`config.mk`:
```
export PLATFORM = sky130hd
export DESIGN_NAME = bitserial_seq
export DESIGN_NICKNAME = d
export VERILOG_FILES = /design/src/rtl/bsq_pkg.sv /design/src/rtl/bsq_fifo.sv /design/src/rtl/bsq_uprog_rom.sv /design/src/rtl/bsq_engine.sv /design/src/rtl/bitserial_seq.sv
export SDC_FILE = /design/constraint.sdc
export NUM_CORES = 1
export LEC_CHECK = 0
export BUFFER_PORTS_ARGS = -buffer_cell sky130_fd_sc_hd__buf_2
export CORE_MARGIN = 2
export CORE_UTILIZATION = 35
export DETAILED_ROUTE_END_ITERATION = 10
export SLEW_MARGIN = 40
export SYNTH_ARGS = -nofsm -noshare
export SYNTH_HDL_FRONTEND = slang
export SYNTH_SLANG_ARGS = --single-unit
export TNS_END_PERCENT = 20
```
`constraint.sdc`:
```
create_clock -name clk -period 4.61 [get_ports clk]
set_clock_uncertainty 0.15 [all_clocks]
set_input_delay 0.2305 -clock clk [delete_from_list [all_inputs] [get_ports clk]]
set_output_delay 0.2305 -clock clk [all_outputs]
set_load 0.05 [all_outputs]
```
`src/rtl/bsq_pkg.sv`:
```
package bsq_pkg;

    localparam int UPC_W = 6;

    typedef enum logic [1:0] {
        UOP_AAP  = 2'd0,
        UOP_AP   = 2'd1,
        UOP_LOOP = 2'd2,
        UOP_DONE = 2'd3
    } uop_kind_e;

    typedef enum logic [2:0] {
        RS_SRC1   = 3'd0,
        RS_SRC2   = 3'd1,
        RS_DST    = 3'd2,
        RS_T0     = 3'd3,
        RS_T1     = 3'd4,
        RS_T2     = 3'd5,
        RS_TRIPLE = 3'd6,
        RS_ZERO   = 3'd7
    } row_sel_e;

    typedef struct packed {
        uop_kind_e        kind;
        row_sel_e         sel_a;
        row_sel_e         sel_b;
        logic [UPC_W-1:0] target;
    } uop_t;

    typedef enum logic {
        CMD_ACT = 1'b0,
        CMD_PRE = 1'b1
    } cmd_kind_e;

    function automatic uop_t mk_uop(uop_kind_e k, row_sel_e a, row_sel_e b,
                                    logic [UPC_W-1:0] t);
        uop_t u;
        u.kind   = k;
        u.sel_a  = a;
        u.sel_b  = b;
        u.target = t;
        return u;
    endfunction

endpackage

```
`src/rtl/bsq_fifo.sv`:
```
module bsq_fifo #(
    parameter int W     = 8,
    parameter int DEPTH = 4
) (
    input  logic         clk,
    input  logic         rst_n,
    input  logic         push,
    input  logic [W-1:0] din,
    input  logic         pop,
    output logic [W-1:0] dout,
    output logic         full,
    output logic         empty
);
    localparam int AW = (DEPTH > 1) ? $clog2(DEPTH) : 1;
    localparam int CW = $clog2(DEPTH + 1);

    logic [W-1:0]  mem [DEPTH];
    logic [AW-1:0] rd_q, wr_q;
    logic [CW-1:0] cnt_q;

    function automatic logic [AW-1:0] bump(logic [AW-1:0] p);
        return (p == AW'(DEPTH - 1)) ? '0 : p + 1'b1;
    endfunction

    assign full  = (cnt_q == CW'(DEPTH));
    assign empty = (cnt_q == '0);
    assign dout  = mem[rd_q];

    always_ff @(posedge clk) begin
        if (push && !full) mem[wr_q] <= din;
    end

    always_ff @(posedge clk or negedge rst_n) begin
        if (!rst_n) begin
            rd_q  <= '0;
            wr_q  <= '0;
            cnt_q <= '0;
        end else begin
            if (push && !full) wr_q <= bump(wr_q);
            if (pop && !empty) rd_q <= bump(rd_q);
            unique case ({push && !full, pop && !empty})
                2'b10:   cnt_q <= cnt_q + 1'b1;
                2'b01:   cnt_q <= cnt_q - 1'b1;
                default: cnt_q <= cnt_q;
            endcase
        end
    end
endmodule

```
`src/rtl/bsq_uprog_rom.sv`:
```
module bsq_uprog_rom
    import bsq_pkg::*;
#(
    parameter int OPW = 2
) (
    input  logic [OPW-1:0]   op,
    input  logic [UPC_W-1:0] pc,
    output uop_t             uop
);
    localparam int NUM_OPS  = 1 << OPW;
    localparam int PROG_LEN = 1 << UPC_W;

    // Program text: loop body starts at micro-op 0 for every opcode.
    function automatic uop_t prog_word(int opc, int addr);
        uop_t u;
        u = mk_uop(UOP_DONE, RS_ZERO, RS_ZERO, '0);
        case (opc)
            0: case (addr)
                0: u = mk_uop(UOP_AAP,  RS_SRC1, RS_DST, '0);
                1: u = mk_uop(UOP_LOOP, RS_ZERO, RS_ZERO, '0);
                default: ;
            endcase
            1: case (addr)
                0: u = mk_uop(UOP_AAP,  RS_SRC1,   RS_T0,  '0);
                1: u = mk_uop(UOP_AAP,  RS_SRC2,   RS_T1,  '0);
                2: u = mk_uop(UOP_AAP,  RS_ZERO,   RS_T2,  '0);
                3: u = mk_uop(UOP_AAP,  RS_TRIPLE, RS_DST, '0);
                4: u = mk_uop(UOP_LOOP, RS_ZERO,   RS_ZERO, '0);
                default: ;
            endcase
            2: case (addr)
                0: u = mk_uop(UOP_AAP,  RS_SRC1,   RS_T0,  '0);
                1: u = mk_uop(UOP_AAP,  RS_SRC2,   RS_T1,  '0);
                2: u = mk_uop(UOP_AAP,  RS_DST,    RS_T2,  '0);
                3: u = mk_uop(UOP_AP,   RS_TRIPLE, RS_ZERO, '0);
                4: u = mk_uop(UOP_AAP,  RS_T0,     RS_DST, '0);
                5: u = mk_uop(UOP_LOOP, RS_ZERO,   RS_ZERO, '0);
                default: ;
            endcase
            3: case (addr)
                0: u = mk_uop(UOP_AAP,  RS_ZERO, RS_DST, '0);
                1: u = mk_uop(UOP_LOOP, RS_ZERO, RS_ZERO, '0);
                default: ;
            endcase
            default: ;
        endcase
        return u;
    endfunction

    uop_t table_q [NUM_OPS * PROG_LEN];

    for (genvar o = 0; o < NUM_OPS; o++) begin : g_op
        for (genvar a = 0; a < PROG_LEN; a++) begin : g_addr
            assign table_q[o * PROG_LEN + a] = prog_word(o, a);
        end
    end

    assign uop = table_q[{op, pc}];
endmodule

```
`src/rtl/bsq_engine.sv`:
```
module bsq_engine
    import bsq_pkg::*;
#(
    parameter int ROWW      = 10,
    parameter int NW        = 5,
    parameter int TROW_BASE = 1000
) (
    input  logic             clk,
    input  logic             rst_n,
    input  logic             head_valid,
    input  logic [ROWW-1:0]  head_dst,
    input  logic [ROWW-1:0]  head_src1,
    input  logic [ROWW-1:0]  head_src2,
    input  logic [NW-1:0]    head_n,
    input  uop_t             uop,
    output logic [UPC_W-1:0] pc,
    output logic             pop,
    output logic             cmd_valid,
    input  logic             cmd_ready,
    output logic             cmd_kind,
    output logic [ROWW-1:0]  cmd_row,
    output logic             op_done
);
    localparam logic [ROWW-1:0] T_BASE = ROWW'(TROW_BASE);

    typedef enum logic [2:0] {
        ST_IDLE, ST_FETCH, ST_ACT_A, ST_ACT_B, ST_PRE, ST_RETIRE
    } seq_state_e;

    seq_state_e       state_q;
    logic [UPC_W-1:0] pc_q;
    logic [NW-1:0]    idx_q;
    logic [NW-1:0]    cnt_q;

    function automatic logic [ROWW-1:0] resolve(row_sel_e s, logic [NW-1:0] i);
        logic [ROWW-1:0] off;
        off = ROWW'(i);
        case (s)
            RS_SRC1:   return head_src1 + off;
            RS_SRC2:   return head_src2 + off;
            RS_DST:    return head_dst + off;
            RS_T0:     return T_BASE;
            RS_T1:     return T_BASE + ROWW'(1);
            RS_T2:     return T_BASE + ROWW'(2);
            RS_TRIPLE: return T_BASE + ROWW'(3);
            default:   return T_BASE + ROWW'(4);
        endcase
    endfunction

    // State register and sequencing datapath
    always_ff @(posedge clk or negedge rst_n) begin
        if (!rst_n) begin
            state_q <= ST_IDLE;
            pc_q    <= '0;
            idx_q   <= '0;
            cnt_q   <= '0;
        end else begin
            unique case (state_q)
                ST_IDLE: begin
                    if (head_valid) begin
                        if (head_n == '0) begin
                            state_q <= ST_RETIRE;
                        end else begin
                            cnt_q   <= head_n;
                            idx_q   <= '0;
                            pc_q    <= '0;
                            state_q <= ST_FETCH;
                        end
                    end
                end
                ST_FETCH: begin
                    unique case (uop.kind)
                        UOP_AAP, UOP_AP: state_q <= ST_ACT_A;
                        UOP_LOOP: begin
                            cnt_q <= cnt_q - 1'b1;
                            if (cnt_q != NW'(1)) begin
                                pc_q  <= uop.target;
                                idx_q <= idx_q + 1'b1;
                            end else begin
                                pc_q  <= pc_q + 1'b1;
                            end
                        end
                        UOP_DONE: state_q <= ST_RETIRE;
                    endcase
                end
                ST_ACT_A: begin
                    if (cmd_ready)
                        state_q <= (uop.kind == UOP_AAP) ? ST_ACT_B : ST_PRE;
                end
                ST_ACT_B: begin
                    if (cmd_ready) state_q <= ST_PRE;
                end
                ST_PRE: begin
                    if (cmd_ready) begin
                        pc_q    <= pc_q + 1'b1;
                        state_q <= ST_FETCH;
                    end
                end
                ST_RETIRE: state_q <= ST_IDLE;
                default:   state_q <= ST_IDLE;
            endcase
        end
    end

    // Outputs decoded from state
    always_comb begin
        cmd_valid = 1'b0;
        cmd_kind  = CMD_ACT;
        cmd_row   = '0;
        pop       = 1'b0;
        op_done   = 1'b0;
        unique case (state_q)
            ST_ACT_A: begin
                cmd_valid = 1'b1;
                cmd_row   = resolve(uop.sel_a, idx_q);
            end
            ST_ACT_B: begin
                cmd_valid = 1'b1;
                cmd_row   = resolve(uop.sel_b, idx_q);
            end
            ST_PRE: begin
                cmd_valid = 1'b1;
                cmd_kind  = CMD_PRE;
            end
            ST_RETIRE: begin
                pop     = 1'b1;
                op_done = 1'b1;
            end
            default: ;
        endcase
    end

    assign pc = pc_q;
endmodule

```
`src/rtl/bitserial_seq.sv`:
```
module bitserial_seq
    import bsq_pkg::*;
#(
    parameter int OPW       = 2,
    parameter int ROWW      = 10,
    parameter int NW        = 5,
    parameter int DEPTH     = 4,
    parameter int TROW_BASE = 1000
) (
    input  logic            clk,
    input  logic            rst_n,
    input  logic            in_valid,
    output logic            in_ready,
    input  logic [OPW-1:0]  in_op,
    input  logic [ROWW-1:0] in_dst,
    input  logic [ROWW-1:0] in_src1,
    input  logic [ROWW-1:0] in_src2,
    input  logic [NW-1:0]   in_n,
    output logic            cmd_valid,
    input  logic            cmd_ready,
    output logic            cmd_kind,
    output logic [ROWW-1:0] cmd_row,
    output logic            op_done
);
    localparam int IW = OPW + 3 * ROWW + NW;

    logic [IW-1:0]    head;
    logic             q_full, q_empty, q_pop;
    logic [OPW-1:0]   h_op;
    logic [ROWW-1:0]  h_dst, h_src1, h_src2;
    logic [NW-1:0]    h_n;
    logic [UPC_W-1:0] upc;
    uop_t             cur_uop;

    assign in_ready = !q_full;
    assign {h_op, h_dst, h_src1, h_src2, h_n} = head;

    bsq_fifo #(.W(IW), .DEPTH(DEPTH)) u_queue (
        .clk   (clk),
        .rst_n (rst_n),
        .push  (in_valid),
        .din   ({in_op, in_dst, in_src1, in_src2, in_n}),
        .pop   (q_pop),
        .dout  (head),
        .full  (q_full),
        .empty (q_empty)
    );

    bsq_uprog_rom #(.OPW(OPW)) u_rom (
        .op  (h_op),
        .pc  (upc),
        .uop (cur_uop)
    );

    bsq_engine #(.ROWW(ROWW), .NW(NW), .TROW_BASE(TROW_BASE)) u_engine (
        .clk        (clk),
        .rst_n      (rst_n),
        .head_valid (!q_empty),
        .head_dst   (h_dst),
        .head_src1  (h_src1),
        .head_src2  (h_src2),
        .head_n     (h_n),
        .uop        (cur_uop),
        .pc         (upc),
        .pop        (q_pop),
        .cmd_valid  (cmd_valid),
        .cmd_ready  (cmd_ready),
        .cmd_kind   (cmd_kind),
        .cmd_row    (cmd_row),
        .op_done    (op_done)
    );
endmodule

```
==> flow_summary.json, run 1 <==
{
  "netlist_area_mm2": 0.00863,
  "pin_count": 55,
  "rsz0062_at_grt": "false",
  "ys_types": 68,
  "die_w_um": 161,
  "cts_sinks": 174,
  "place_area_mm2": 0.00932,
  "cts_setup_buffers": 0,
  "cp_slowest_stage_delay_ps": 610,
  "crit_start": "u_queue.rd_q[0]",
  "routed_wl_um": 19600,
  "cts_tree": "built",
  "drv_slew": 0,
  "cp_cell_sequence": "mux4_2 > ha_1 > fa_1 > a21o_1 > a21oi_1 > nor2b_1 > o21bai_1 > xor2_1 > mux2i_1 > o21ai_0 > o22ai_1 > buf_2",
  "finalWeightedCongestion": 0.871,
  "crit_arrival_ps": 4030,
  "power_density_mw_per_mm2": 710,
  "h-tree-depth": 4,
  "die_h_um": 161,
  "grt_pass1_vias": 5705,
  "ctsLongestPathBuffers": 2,
  "min_period_ps": 4410,
  "insertion_delay_ps": 430,
  "drive_gt1_share_pct": 20.4,
  "drc": 0,
  "r2r_cells": 9,
  "crit_path_end_kind": "primary output",
  "cp.depth": 12,
  "syn_to_final_growth_pct": 19.5,
  "cp-endpoint": "cmd_row[8]",
  "p_leak_nw": 3.80,
  "synth_edf_count": 148,
  "num_rows": 57,
  "max-vdd-ir-drop_mv": 0.347,
  "syn-instance-count": 608,
  "fmax_mhz": 227,
  "yosysSeqAreaShare_pct": 59.0,
  "viasPerCell": 5.38,
  "die_area_mm2": 0.0259,
  "grt.overflow.total": 0,
  "ys_async_sr_fraction_pct": 14.9,
  "crit-reg2reg-launch": "u_queue.rd_q[0]",
  "antenna_found_initial": 0,
  "grt_pass1_wl_um": 31500,
  "power_mw": 7.32,
  "drt_iter0_drc": 424,
  "fin_crit_sh_pct": 95.6,
  "portBuffers": 54,
  "status": "completed",
  "crit_path_max_fanout": 14,
  "worstPathRequired_ps": 4230,
  "core-area_mm2": 0.0242,
  "drtAntennaViolNets": 0,
  "max_slew_margin_pct": 47.5,
  "antenna_cells": 0,
  "cp-start-kind": "flip-flop",
  "path_buf_inv": 1,
  "syn_avg_cell_area_um2": 14.2,
  "final_cell_count_no_fill": 1049,
  "cts_buffers": 17,
  "setup_viol": 0,
  "worstMarginPinSlew_ps": 787,
  "initial_core_util_pct": 35.6,
  "final_util_pct": 42.5,
  "drv_cap": 0,
  "grt_max_degree": 40,
  "ys_ff_latch": 174,
  "synth_flop_cell": "edfxtp_1",
  "r2r-end": "u_engine.pc[5]",
  "timing.final.hold_violations": 0,
  "clock-root-buffer": "clkbuf_16",
  "r2r_slack_ps": 1280,
  "final_nets": 785,
  "dp.cells": 978,
  "drt-pass1-iter-count": 7,
  "worst-setup-path-type": "flip-flop to primary output",
  "vias": 5642,
  "hp-class": "input pin to flip-flop",
  "fin_area_mm2": 0.0103,
  "drt-wirelength-per-cell_um": 18.7,
  "synth_warnings": 0,
  "cpMaxStageDelayCell": "dfrtp_4",
  "clk_pin_slew_worst_paths_ps": 70,
  "dp_hpwl_um": 13400,
  "grt_use_total_pct": 15.8,
  "path_delay_family": "compound AO/OA/AOI/OAI gates",
  "synthesis.nets": 681
}
[worst min-delay path by stage]
| stage | cells past startpoint | startpoint | to |
|---|---|---|---|
| after global placement | 1 | rst_n | u_queue.cnt_q[0] |
| after global routing | 3 | in_valid | u_queue.wr_q[0] |
| after floorplan | 0 | rst_n | u_engine.cnt_q[0] |
| final | 3 | in_valid | u_queue.wr_q[0] |
| after CTS | 3 | in_valid | u_queue.wr_q[0] |
| after detailed placement | 1 | rst_n | u_queue.cnt_q[0] |
[sequential cells by signal, summed over array words and instances (netlist names)]
| name | flops |
|---|---|
| u_engine.cnt_q | 5 |
| u_engine.idx_q | 5 |
| u_engine.pc | 6 |
| u_engine.state_q | 3 |
| u_queue.cnt_q | 3 |
| u_queue.mem | 148 |
| u_queue.rd_q | 2 |
| u_queue.wr_q | 2 |
[power breakdown]
group          total, mW  switching, mW  leakage (nW)  internal [mW]
registers           2.25          0.179          1.69           2.07
logic               3.61           2.30          1.81           1.31
clock network       1.46          0.638         0.297          0.819
[synth_stat cells, types with 3 or more instances]
cell	number	share of area, %
nor4_1	3	0.22
o21bai_1	4	0.35
o21ai_0	35	2.0
nand3_1	17	0.99
inv_1	17	0.74
or3_1	5	0.36
a21oi_1	31	1.8
mux4_1	6	1.8
o31ai_1	3	0.26
mux4_2	31	8.1
a22oi_1	3	0.26
nand4_1	4	0.29
ha_1	28	4.1
xnor2_1	18	1.8
nor3_2	3	0.35
fa_1	4	0.93
buf_2	9	0.52
nand2_1	44	1.9
a211oi_1	7	0.61
edfxtp_1	148	52
o22ai_1	6	0.44
mux2i_1	13	1.5
clkbuf_1	7	0.30
and3_1	8	0.58
a41oi_1	4	0.41
a21o_1	12	1.0
o21ai_1	6	0.35
nand2b_1	5	0.36
nor2_1	29	1.3
xor2_1	12	1.2
nor2b_1	5	0.36
nor3_1	9	0.52
dfrtp_1	26	7.5
nor3b_1	4	0.35
mux2_2	3	0.39
[cell usage in the layout (no fill, tap or decap), types with 5 or more instances in the layout]
cell type	n
xor2_1	12
and3_1	8
o21ai_0	35
xnor2_1	18
o22ai_1	6
inv_6	6
nor3_1	9
dlygate4sd3_1	39
o21ai_1	6
ha_1	28
nor2b_1	5
nand2_1	44
clkbuf_16	17
a21o_1	12
nand3_1	17
nand2b_1	5
mux2i_1	13
or3_1	5
buf_4	11
a21oi_1	31
mux4_1	6
mux4_2	31
buf_2	54
a211oi_1	7
nor2_1	29
dfrtp_1	25
inv_1	17
edfxtp_1	148
[through the flow]
stage	setup TNS, ps	hold WS [ps]	setup WS (ps)
after global placement	0	131	622
final	0	74.8	202
after floorplan	-94.1	-215	-52.2
after CTS	0	52.1	79.8
after detailed placement	0	141	554
after global routing	0	89.5	37.0
[worst min-delay path: stages]
cell	delay, ps
buf_2	120
nand2_1	130
a21o_1	140
[metal layers]
layer,track usage [%],share of wire [%],wire length [µm]
met5,0,0,0
met4,4.79,1.7,328
met3,3.72,3.8,746
met2,26.5,50,9760
met1,20.5,45,8750
[area by class of cell]
class	count	area [µm²]
clock inverters	14	170
inverters	17	63.8
flip-flops and latches	174	5100
fillers	2241	13900
clock buffers	18	429
repair buffers	105	763
well taps	324	405
multi-input cells	397	3380
[cells by family after synthesis]
| family | share of synthesized area, % |
|---|---|
| buffers and inverters | 1.91 |
| adders and majority gates | 4.99 |
| AOI/OAI and AO/OA | 10.8 |
| muxes | 11.8 |
| DFF | 59.0 |
| and+or+nand+nor | 8.37 |
| xor gates and xnor gates | 3.04 |
[timing repair]
item                                    in CTS  in global routing
hold endpoints to repair                   177                  0
hold buffers                                39                  0
endpoints found under the setup margin       0                  5
resized for setup                            0                  1
Note: power is estimated with default switching activity, not from simulation.
==> inputs of run 2 (changes only) <==
==> constraint.sdc (replaced) <==
create_clock -name clk -period 4.61 [get_ports clk]
set_clock_uncertainty 0.15 [all_clocks]
set_input_delay 0 -clock clk [delete_from_list [all_inputs] [get_ports clk]]
set_output_delay 0 -clock clk [all_outputs]
set_load 0.05 [all_outputs]
==> run 2 against run 1 <==
Compared with the run above:
- via count fell by 2.4%
- design area rose by 0.30%
- hold slack better by 89 ps
- worst setup slack improved by 120 ps
- sequential cell count unchanged
- sequential power is 2% higher
- total power is 1.2% lower
- non-clock buffer count grew 3
- largest power group unchanged
- highest routed layer unchanged
==> flow_summary.json, run 2 (same netlist as run 1, synthesis figures left out) <==
{
  "final_cell_count_no_fill": 1052,
  "worst-setup-path-type": "flip-flop to primary output",
  "drt-wirelength-per-cell_um": 18.3,
  "cp_cell_sequence": "mux4_2 > ha_1 > fa_1 > a21o_1 > a21oi_1 > nor2b_1 > o21bai_1 > xor2_1 > mux2i_1 > o21ai_0 > o22ai_1 > buf_2",
  "die_w_um": 161,
  "cts_resized": 0,
  "cp-endpoint": "cmd_row[8]",
  "r2r-end": "u_engine.pc[2]",
  "setup_viol": 0,
  "drv_slew": 0,
  "antenna_cells": 0,
  "max-vdd-ir-drop_mv": 0.322,
  "ff_latch_area_mm2": 0.00510,
  "path_buf_inv": 1,
  "crit_start": "u_queue.rd_q[0]",
  "cts_sinks": 174,
  "grt_pass1_wl_um": 31000,
  "dp_hpwl_um": 13300,
  "cts_buffers": 17,
  "antenna_found_initial": 0,
  "dp.cells": 978,
  "clock-root-buffer": "clkbuf_16",
  "die_h_um": 161,
  "clk_pin_slew_worst_paths_ps": 70,
  "multi_input_area_mm2": 0.00338,
  "max_slew_margin_pct": 47.3,
  "grt_use_total_pct": 15.5,
  "r2r_cells": 9,
  "finalWeightedCongestion": 0.842,
  "cts_tree": "built",
  "pin_count": 55,
  "fin_area_mm2": 0.0103,
  "status": "completed",
  "portBuffers": 54,
  "viasPerCell": 5.23,
  "timing.final.hold_violations": 0,
  "p_leak_nw": 3.79,
  "grt.overflow.total": 0,
  "cp.depth": 12,
  "regMostFlops": "u_queue.mem",
  "power_density_mw_per_mm2": 699,
  "initial_core_util_pct": 35.6,
  "final_cell_mix": "edfxtp_1, buf_2, nand2_1",
  "drv_cap": 0,
  "cts_setup_buffers": 0,
  "rsz0062_at_grt": "false",
  "die_area_mm2": 0.0259,
  "drive_gt1_share_pct": 20.6,
  "crit_arrival_ps": 4140,
  "num_rows": 57,
  "cp-start-kind": "flip-flop",
  "crit-reg2reg-launch": "u_queue.rd_q[0]",
  "place_area_mm2": 0.00931,
  "insertion_delay_ps": 430,
  "drt-pass1-iter-count": 6,
  "r2r_slack_ps": 1040,
  "drc": 0,
  "vias": 5504,
  "grt_pass1_vias": 5779,
  "h-tree-depth": 4,
  "drt_iter0_drc": 356,
  "min_period_ps": 4290,
  "fin_setup_tns_ps": 0,
  "path_delay_family": "compound AO/OA/AOI/OAI gates",
  "final_nets": 788,
  "power_mw": 7.23,
  "cts_hold_buffers": 42,
  "crit_path_max_fanout": 17,
  "routed_wl_um": 19300,
  "hp-class": "input pin to flip-flop",
  "fin_crit_sh_pct": 93.0,
  "ctsLongestPathBuffers": 2,
  "worstPathRequired_ps": 4460,
  "core-area_mm2": 0.0242,
  "layout_commonest_cell": "edfxtp_1",
  "crit_path_end_kind": "primary output",
  "cpMaxStageDelayCell": "dfrtp_2",
  "fillers": 2229,
  "syn_to_final_growth_pct": 19.8,
  "worstMarginPinSlew_ps": 791,
  "drtAntennaViolNets": 0,
  "grt_max_degree": 38,
  "fmax_mhz": 233,
  "largest_reg_flops": 148,
  "cp_slowest_stage_delay_ps": 780
}
-- run 2: cell count changes in the layout (fill, tap and decap cells not counted), moves of 2 or more --
cell           change
clkinv_8           +3
clkinvlp_4         +3
inv_6              -3
clkinv_2           -2
dfrtp_2            +2
dlygate4sd3_1      +2
-- run 2: layer usage --
metal / up-vias / GRT usage [%] / part of all wire [%]
met5: - / 0 / 0
met4: 0 / 6.82 / 2.9
met3: 31 / 3.21 / 3.8
met2: 118 / 25.9 / 49
met1: 2751 / 19.6 / 44
li1: 2604 / - / -
-- run 2: stage by stage --
stage | hold WS, ps | setup slack, ps | util (%)
final | 164 | 321 | 42.7
after CTS | 154 | 238 | 42.6
after detailed placement | -101 | 761 | 38.4
after global routing | 166 | 34.1 | 42.7
after global placement | -106 | 794 | 38.4
after floorplan | -446 | 178 | -
-- run 2: area by class of cell --
class,instances,area share (%)
Sequential cell,174,49.3
Multi-Input combinational cell,397,32.7
Clock inverter,14,1.69
Timing Repair Buffer,108,7.65
Inverter,17,0.617
Tap cell,324,3.92
Clock buffer,18,4.15
-- run 2: worst min path at each step --
stage | cells past startpoint | startpoint | slack (ps) | endpoint
after global placement | 1 | rst_n | -110 | u_queue.cnt_q[0]
after detailed placement | 1 | rst_n | -100 | u_queue.cnt_q[2]
final | 2 | in_src1[7] | 160 | u_queue.mem[2][22]
after CTS | 2 | in_src2[4] | 150 | u_queue.mem[2][9]
after global routing | 2 | in_src2[9] | 170 | u_queue.mem[2][14]
after floorplan | 0 | rst_n | -450 | u_engine.cnt_q[0]
-- run 2: power breakdown --
part | leakage (nW) | internal (mW) | switching [mW] | total, mW
logic | 1.82 | 1.29 | 2.23 | 3.52
clock network | 0.283 | 0.774 | 0.641 | 1.41
registers | 1.69 | 2.07 | 0.223 | 2.29
total | 3.79 | 4.14 | 3.09 | 7.23
==> inputs of run 3 (changes only) <==
--- a/config.mk
+++ b/config.mk
@@ -6,9 +6,12 @@
 export NUM_CORES = 1
 export LEC_CHECK = 0
 export BUFFER_PORTS_ARGS = -buffer_cell sky130_fd_sc_hd__buf_2
+export CELL_PAD_IN_SITES_DETAIL_PLACEMENT = 1
+export CELL_PAD_IN_SITES_GLOBAL_PLACEMENT = 2
 export CORE_MARGIN = 2
 export CORE_UTILIZATION = 35
 export DETAILED_ROUTE_END_ITERATION = 10
+export PLACE_DENSITY_LB_ADDON = 0.1
 export SLEW_MARGIN = 40
 export SYNTH_ARGS = -nofsm -noshare
 export SYNTH_HDL_FRONTEND = slang
==> run 3 against run 2 <==
Compared with the run above:
- the run now ends with hold timing left
- sequential cell count unchanged
- combinational power increased by 7.7%
- critical path type unchanged
- utilization about the same
==> flow_summary.json, run 3 (same netlist as run 1, synthesis figures left out) <==
{
  "drtAntennaViolNets": 0,
  "insertion_delay_ps": 430,
  "r2r-end": "u_engine.idx_q[3]",
  "p_leak_nw": 3.78,
  "crit_path_end_kind": "primary output",
  "grt_pass1_wl_um": 35300,
  "setup_viol": 0,
  "worstPathRequired_ps": 4460,
  "routed_wl_um": 22800,
  "fillers": 2496,
  "r2r_cells": 8,
  "drv_slew": 0,
  "final_cell_count_no_fill": 1048,
  "vias": 5539,
  "drc": 0,
  "dp_hpwl_um": 15900,
  "grt_use_total_pct": 18.2,
  "fin_setup_tns_ps": 0,
  "dp.cells": 976,
  "drt_iter0_drc": 311,
  "die_w_um": 161,
  "place_area_mm2": 0.00931,
  "finalWeightedCongestion": 0.765,
  "r2r_slack_ps": 1230,
  "max_slew_margin_pct": 52.0,
  "crit-reg2reg-launch": "u_queue.rd_q[0]",
  "fmax_mhz": 238,
  "final_cell_mix": "edfxtp_1, buf_2, nand2_1",
  "drt-pass1-iter-count": 4,
  "worst-setup-path-type": "flip-flop to primary output",
  "cts_sinks": 174,
  "clock-root-buffer": "clkbuf_16",
  "cts_resized": 0,
  "min_period_ps": 4210,
  "ctsLongestPathBuffers": 2,
  "cts_buffers": 17,
  "drive_gt1_share_pct": 20.7,
  "fin_crit_sh_pct": 91.3,
  "core-area_mm2": 0.0242,
  "violations": "hold timing",
  "grt_pass1_vias": 5907,
  "final_util_pct": 42.6,
  "h-tree-depth": 4,
  "fin_area_mm2": 0.0103,
  "rsz0062_at_grt": "false",
  "portBuffers": 54,
  "clk_pin_slew_worst_paths_ps": 80,
  "top_layer": "met4",
  "largest_reg_flops": 148,
  "met3_length_um": 1020,
  "cp-start-kind": "flip-flop",
  "hp-class": "input pin to async pin",
  "initial_core_util_pct": 35.6,
  "cts_tree": "built",
  "holdWs_ps": -14.6,
  "viasPerCell": 5.29,
  "crit_path_max_fanout": 17,
  "drv_cap": 0,
  "timing.final.hold_violations": 5,
  "layout_commonest_cell": "edfxtp_1",
  "drt-wirelength-per-cell_um": 21.8,
  "crit_start": "u_queue.rd_q[0]",
  "wl_met1_um": 11000,
  "grt_max_degree": 38,
  "route.met2.wl_um": 10500,
  "num_rows": 57,
  "die_h_um": 161,
  "syn_to_final_growth_pct": 19.7,
  "antenna_cells": 0,
  "status": "finished with violations",
  "worstMarginPinSlew_ps": 711,
  "power_density_mw_per_mm2": 728,
  "regMostFlops": "u_queue.mem",
  "pin_count": 55,
  "crit_arrival_ps": 4060,
  "die_area_mm2": 0.0259,
  "antenna_found_initial": 1,
  "final_nets": 784,
  "grt.overflow.total": 0,
  "max-vdd-ir-drop_mv": 0.353
}
run 3: changes by cell type in the layout (fill, tap and decap cells not counted), moves of 2 or more:
cell        change
buf_4           -2
and3_1          -4
and3_4          +4
inv_8           +2
clkinvlp_4      -2
inv_12          +2
run 3: report_power, final:
part / switching, mW / internal (mW)
clock: 0.728 / 0.744
sequential: 0.186 / 2.07
combinational: 2.47 / 1.32
total: 3.39 / 4.13
run 3: how the worst max path moves through the flow:
| stage | to | cells past startpoint | slack [ps] |
|---|---|---|---|
| after detailed placement | cmd_row[0] | 9 | 710 |
| after global routing | cmd_row[9] | 12 | 80 |
| after CTS | cmd_row[0] | 9 | 250 |
| after floorplan | cmd_row[2] | 11 | 180 |
| after global placement | cmd_row[1] | 9 | 720 |
| final | cmd_row[9] | 12 | 400 |
run 3: worst max-delay path: stages, from the launching register on:
cell and delay (ps):
dfrtp_2 710, buf_4 330, mux4_2 530, ha_1 350, o21ai_0 110, o21bai_1 130, a21oi_1 120, nor3b_1 290
xor2_1 250, o41ai_1 100, a311o_1 350, nand2_1 80, buf_2 270
run 3: what timing repair did:
item                                    CTS  global route
hold endpoints to repair                179             0
setup buffers                             0             0
hold buffers                             40             0
endpoints found under the setup margin    0             0
run 3: layout make-up:
| class | count | area [µm²] | area share (%) |
|---|---|---|---|
| clock inverter | 15 | 185 | 1.79 |
| timing repair buffer | 104 | 746 | 7.22 |
| clock buffer | 17 | 425 | 4.12 |
| multi-input combinational | 397 | 3410 | 33.0 |
| sequential | 174 | 5100 | 49.3 |
| inverter | 17 | 63.8 | 0.618 |
| tap | 324 | 405 | 3.92 |
run 3: metal layers:
metal,up-vias,track usage [%]
li1,2606,-
met5,-,0
met2,104,28.9
met1,2806,26.4
met3,23,2.49
met4,0,5.24
run 3: stage by stage:
stage	hold slack [ps]	worst slack, ps	power, mW
6_report	-14.6	402	7.52
5_1_grt	72.2	77.8	8.00
4_1_cts	18.3	246	7.59
3_5_place_dp	-61.1	715	6.08
3_3_place_gp	-67.9	716	5.98
2_1_floorplan	-446	178	4.92
